===== src/rtl/bsd_pkg.sv =====
package bsd_pkg;
  localparam int WORD_W   = 16;
  localparam int SYNC_LEN = 6;
  localparam int ZERO_RUN = 4;
  localparam int IDX_W    = $clog2(SYNC_LEN);

  typedef enum logic [1:0] {
    CAP_IDLE = 2'd0,
    CAP_INFO = 2'd1,
    CAP_LEN  = 2'd2
  } cap_state_t;

  function automatic logic [WORD_W-1:0] sync_word(input logic [IDX_W-1:0] idx);
    logic [WORD_W-1:0] w;
    if (int'(idx) < ZERO_RUN)      w = '0;
    else if (int'(idx) == ZERO_RUN) w = 16'hF872;
    else                            w = 16'h4E1F;
    return w;
  endfunction
endpackage


===== src/rtl/bsd_matcher.sv =====
module bsd_matcher
  import bsd_pkg::*;
(
  input  logic              clk,
  input  logic              rst,
  input  logic              take,
  input  logic [WORD_W-1:0] word,
  output logic              hit,
  output logic [IDX_W-1:0]  idx_q
);
  localparam logic [IDX_W-1:0] LAST_IDX = IDX_W'(SYNC_LEN - 1);
  localparam logic [IDX_W-1:0] RUN_IDX  = IDX_W'(ZERO_RUN);

  logic [IDX_W-1:0] idx_d;
  logic             expect_ok;
  logic             is_zero;

  always_comb begin
    expect_ok = (word == sync_word(idx_q));
    is_zero   = (word == '0);
    hit       = take && expect_ok && (idx_q == LAST_IDX);
    idx_d     = idx_q;
    if (take) begin
      if (expect_ok) begin
        idx_d = (idx_q == LAST_IDX) ? '0 : idx_q + 1'b1;
      end else if (is_zero) begin
        // longest zero suffix that is still a prefix of the sync
        idx_d = (idx_q == RUN_IDX) ? RUN_IDX : IDX_W'(1);
      end else begin
        idx_d = '0;
      end
    end
  end

  always_ff @(posedge clk) begin
    if (rst) idx_q <= '0;
    else     idx_q <= idx_d;
  end
endmodule


===== src/rtl/bsd_capture.sv =====
module bsd_capture
  import bsd_pkg::*;
(
  input  logic              clk,
  input  logic              rst,
  input  logic              take,
  input  logic              hit,
  input  logic [WORD_W-1:0] word,
  output logic [WORD_W-1:0] info_q,
  output logic [WORD_W-1:0] len_q
);
  cap_state_t st_q, st_d;

  always_comb begin
    st_d = st_q;
    if (hit) begin
      st_d = CAP_INFO;
    end else if (take) begin
      unique case (st_q)
        CAP_INFO: st_d = CAP_LEN;
        CAP_LEN:  st_d = CAP_IDLE;
        default:  st_d = CAP_IDLE;
      endcase
    end
  end

  always_ff @(posedge clk) begin
    if (rst) begin
      st_q   <= CAP_IDLE;
      info_q <= '0;
      len_q  <= '0;
    end else begin
      st_q <= st_d;
      if (take && !hit && st_q == CAP_INFO) info_q <= word;
      if (take && !hit && st_q == CAP_LEN)  len_q  <= word;
    end
  end
endmodule


===== src/rtl/bsd_hold_timer.sv =====
module bsd_hold_timer #(
  parameter int TIMEOUT_FRAMES = 4096,
  localparam int CNT_W = (TIMEOUT_FRAMES > 1) ? $clog2(TIMEOUT_FRAMES) : 1
) (
  input  logic             clk,
  input  logic             rst,
  input  logic             hit,
  input  logic             tick,
  output logic             flag_q,
  output logic [CNT_W-1:0] cnt_q
);
  localparam logic [CNT_W-1:0] LAST = CNT_W'(TIMEOUT_FRAMES - 1);

  always_ff @(posedge clk) begin
    if (rst) begin
      flag_q <= 1'b0;
      cnt_q  <= '0;
    end else if (hit) begin
      flag_q <= 1'b1;
      cnt_q  <= '0;
    end else if (flag_q && tick) begin
      if (cnt_q == LAST) begin
        flag_q <= 1'b0;
        cnt_q  <= '0;
      end else begin
        cnt_q <= cnt_q + 1'b1;
      end
    end
  end
endmodule


===== src/rtl/burst_sync_detect.sv =====
module burst_sync_detect
  import bsd_pkg::*;
#(
  parameter int TIMEOUT_FRAMES = 4096,
  localparam int CNT_W = (TIMEOUT_FRAMES > 1) ? $clog2(TIMEOUT_FRAMES) : 1
) (
  input  logic              clk,
  input  logic              rst,
  input  logic              in_valid,
  output logic              in_ready,
  input  logic [WORD_W-1:0] in_data,
  input  logic              frame_tick,
  output logic              comp_active,
  output logic [WORD_W-1:0] burst_info,
  output logic [WORD_W-1:0] burst_len
);
  logic             take;
  logic             sync_hit;
  logic [IDX_W-1:0] match_idx;
  logic [CNT_W-1:0] hold_count;

  assign in_ready = 1'b1;
  assign take     = in_valid && in_ready;

  bsd_matcher u_match (
    .clk  (clk),
    .rst  (rst),
    .take (take),
    .word (in_data),
    .hit  (sync_hit),
    .idx_q(match_idx)
  );

  bsd_capture u_cap (
    .clk   (clk),
    .rst   (rst),
    .take  (take),
    .hit   (sync_hit),
    .word  (in_data),
    .info_q(burst_info),
    .len_q (burst_len)
  );

  bsd_hold_timer #(.TIMEOUT_FRAMES(TIMEOUT_FRAMES)) u_hold (
    .clk   (clk),
    .rst   (rst),
    .hit   (sync_hit),
    .tick  (frame_tick),
    .flag_q(comp_active),
    .cnt_q (hold_count)
  );
endmodule


===== config.mk =====
export PLATFORM = sky130hd
export DESIGN_NAME = burst_sync_detect
export DESIGN_NICKNAME = d
export VERILOG_FILES = /design/src/rtl/bsd_pkg.sv /design/src/rtl/bsd_matcher.sv /design/src/rtl/bsd_capture.sv /design/src/rtl/bsd_hold_timer.sv /design/src/rtl/burst_sync_detect.sv
export SDC_FILE = /design/constraint.sdc
export NUM_CORES = 1
export LEC_CHECK = 0
export BUFFER_PORTS_ARGS = -buffer_cell sky130_fd_sc_hd__buf_4
export CORE_MARGIN = 3
export CORE_UTILIZATION = 47
export CTS_CLUSTER_SIZE = 25
export DETAILED_ROUTE_END_ITERATION = 16
export PLACE_DENSITY = 0.74
export SYNTH_ARGS = -nofsm -noshare
export SYNTH_HDL_FRONTEND = slang
export SYNTH_SLANG_ARGS = --single-unit

===== constraint.sdc =====
create_clock -name clk -period 1.95 [get_ports clk]
set_input_delay 0.0975 -clock clk [delete_from_list [all_inputs] [get_ports clk]]
set_output_delay 0.0975 -clock clk [all_outputs]
set_load 0.03 [all_outputs]

==> results.json <==
{
  "synth_async_sr_flop_share_pct": 0,
  "place_area_um2": 2770,
  "post-route-period-util_pct": 98.7,
  "ys_types": 49,
  "r2r_slack_ps": 30,
  "drc_errors": 0,
  "cp_cell_sequence": "or3b_4 -> nor3_4 -> buf_4 -> o221ai_2 -> buf_4 -> and3_2 -> nor4_2",
  "numCtsBuffers": 5,
  "rr_endpoint": "u_match.idx_q[0]$_SDFFE_PP0P_",
  "grt_pass1_vias": 1775,
  "htree_levels": 2,
  "reg2reg_depth": 7,
  "worst_slack_ps": 26.2,
  "grt_usage_pct": 19.3,
  "cts_root_buf": "clkbuf_8",
  "irDropWorstVdd_uv": 386,
  "die_area_um2": 5610,
  "finalClockSkew_ps": 13.2,
  "clock_latency_ps": 300,
  "row_count": 24,
  "arrival_ps": 2140,
  "p_int_mw": 1.46,
  "layout.nets": 332,
  "grt_first_pass_wirelength_mm": 8.31,
  "core_area_um2": 4470,
  "totalWireLength_mm": 5.22,
  "dp.final_hpwl_mm": 3.88,
  "tns_ps": 0,
  "switchingPower_uw": 415,
  "wl_per_cell_um": 14.3,
  "finalHoldViolations": 0,
  "pwr-share-comb_pct": 6.6,
  "drt_iter0_markers": 64,
  "clockBufferDepth": 2,
  "multiInputGateArea_um2": 1180,
  "area_growth_pct": 31.9,
  "seqCellArea_um2": 1000,
  "instances_no_fill": 364,
  "cp_slowest_cell": "or3b_4",
  "fin_area_um2": 2940,
  "overflow": 0,
  "drv_cap": 0,
  "critPathRequiredTime_ps": 2160,
  "synth_area_leader_cell": "dfxtp_1",
  "crit_type": "register to register",
  "gp_congestion": 0.804,
  "setup-violations-final": 0,
  "initial_utilization_pct": 49.8,
  "synth_fp_nets": 263,
  "slew_violations": 0,
  "placed_cells": 353,
  "hold_depth": 3,
  "netlist_area_um2": 2230,
  "ioPinCount": 54,
  "hold_path_startpoint": "in_data[8]",
  "min_to": "u_cap.len_q[8]$_SDFFE_PP0P_",
  "grt_max_degree": 30,
  "power_frac_clock_pct": 38.9,
  "antenna_found_initial": 0,
  "antenna_cells": 0,
  "place_ws_ps": -88.7,
  "p_leak_nw": 1.30,
  "cts.sinks": 50,
  "timing.rr.start": "u_match.idx_q[2]$_SDFFE_PP0P_",
  "start_kind": "register",
  "route.vias.total": 1925,
  "yosys_warnings": 0,
  "fmax_ghz": 0.520,
  "drive_gt1_share_pct": 31.7,
  "p_per_area_nw_per_um2": 638,
  "die_x_um": 74.9,
  "netSwitchingFraction_pct": 22.1,
  "drt_first_pass_iters": 4,
  "portBuffers": 52,
  "utilization_pct": 65.7,
  "n_fill_cell": 380,
  "routed_via_density": 5.29,
  "period_minus_slack_ps": 1920,
  "dieHeight_um": 74.9,
  "ys.flop_type": "dfxtp_1",
  "cts.clk_slew.worst_paths_ps": 100,
  "synth_edf_count": 0,
  "ys_ff_latch": 50,
  "seqPwrFrac_pct": 54.6,
  "status": "completed",
  "cpPeakStageDelay_ps": 410,
  "critPathCaptureType": "register",
  "ant_nets": 0,
  "synth_top_cell_area_share_pct": 44.9,
  "cts_tree": "built",
  "crit_top_cell": "buf_4",
  "avgSynthCellArea_um2": 9.21,
  "path_max_fanout": 6,
  "yosysSeqAreaShare_pct": 44.9,
  "power_mw": 1.88,
  "synthTopCellsByArea": "dfxtp_1 45%, mux2i_1 15%, nand2_1 10%",
  "synthCells": 242,
  "holdCritPathClass": "primary input to register",
  "holdWs_ps": 82.3
}
==> flip-flops by register name, indices dropped and copies added, names as in the netlist <==
name and count:
u_match.idx_q 3, u_hold.cnt_q 12, u_cap.info_q 16, u_cap.len_q 16
u_cap.st_q 2, u_hold.flag_q 1
==> how the worst max path moves through the flow <==
stage,start,endpoint,slack [ps],cells past startpoint
floorplan,u_match.idx_q[2]$_SDFFE_PP0P_,u_cap.len_q[0]$_SDFFE_PP0P_,90,6
global placement,in_data[9],u_match.idx_q[1]$_SDFFE_PP0P_,0.4,7
detailed placement,u_match.idx_q[2]$_SDFFE_PP0P_,u_cap.len_q[13]$_SDFFE_PP0P_,-90,5
CTS,u_match.idx_q[2]$_SDFFE_PP0P_,u_match.idx_q[1]$_SDFFE_PP0P_,4,6
global route,u_match.idx_q[2]$_SDFFE_PP0P_,u_match.idx_q[0]$_SDFFE_PP0P_,-40,7
finish,u_match.idx_q[2]$_SDFFE_PP0P_,u_match.idx_q[0]$_SDFFE_PP0P_,30,7
==> worst max-delay path, delay by kind of cell (launching register included) <==
kind | cells | cell delay, ps
buf+inv | 2 | 310
flops | 1 | 380
simple gates | 4 | 1040
compound gates | 1 | 110
==> routing by layer <==
metal  vias up  wire (um)  global-route usage, %
li1        961          -                      -
met1       919       2260                   23.3
met2        43       2660                   33.3
met3         2        272                   5.47
met4         0         25                   5.73
met5         -          0                      0
==> power by group through the flow <==
stage	Clock (mW)	Combinational [mW]	Sequential (mW)
3_5_place_dp	0	0.116	1.05
2_1_floorplan	0	0.0522	1.05
3_3_place_gp	0	0.115	1.05
5_1_grt	0.791	0.134	1.02
6_report	0.729	0.123	1.02
4_1_cts	0.752	0.118	1.02
==> layout make-up <==
| cell class | count | share of cell area [%] |
|---|---|---|
| multi-input cells | 178 | 40.0 |
| repair buffers | 74 | 19.5 |
| clock inverters | 3 | 1.49 |
| well taps | 52 | 2.21 |
| clock buffers | 5 | 2.34 |
| flip-flops and latches | 50 | 34.2 |
| inverters | 2 | 0.255 |
==> synth_stat cells (2+ instances only) <==
cell	n
buf_2	2
nor3_1	4
nor2_1	14
clkbuf_1	6
a21oi_1	4
buf_4	2
nand3_1	7
or4_1	4
and4_1	2
nor4_1	2
nand2_1	62
or3b_1	2
buf_6	2
xor2_1	6
xnor2_1	4
or2_2	3
mux2i_1	34
dfxtp_1	50
nand2b_1	2
==> layout by cell type (no fill, tap or decap), types with 2 or more instances in the layout <==
| cell | n |
|---|---|
| buf_4 | 71 |
| nand2_1 | 62 |
| dfxtp_1 | 49 |
| mux2i_1 | 34 |
| nor2_1 | 14 |
| nand3_1 | 7 |
| xor2_1 | 6 |
| clkbuf_8 | 5 |
| nor3_1 | 4 |
| xnor2_1 | 4 |
| a21oi_1 | 4 |
| or2_2 | 3 |
| or4_1 | 3 |
| or4_4 | 2 |
| o21ai_1 | 2 |
| and4_1 | 2 |
| nand2b_1 | 2 |
==> kinds of logic after synthesis <==
kind of cell / synth area share [%]
mux: 15.8
xor+xnor: 3.93
fa+ha+maj: 0.561
buf+inv: 3.48
flops: 44.9
other cells: 0.168
simple gates: 24.9
compound gates: 6.34
==> repair_timing <==
| item | in CTS | in global routing |
|---|---|---|
| buffers inserted | 0 | 1 |
| pin swaps | 0 | 3 |
| gates resized for setup | 3 | 9 |
| gates cloned | 0 | 1 |
| endpoints found under the hold margin | 4 | 0 |
| hold buffers | 1 | 0 |
| endpoints found under the setup margin | 17 | 24 |
(Power assumes the default switching activity.)
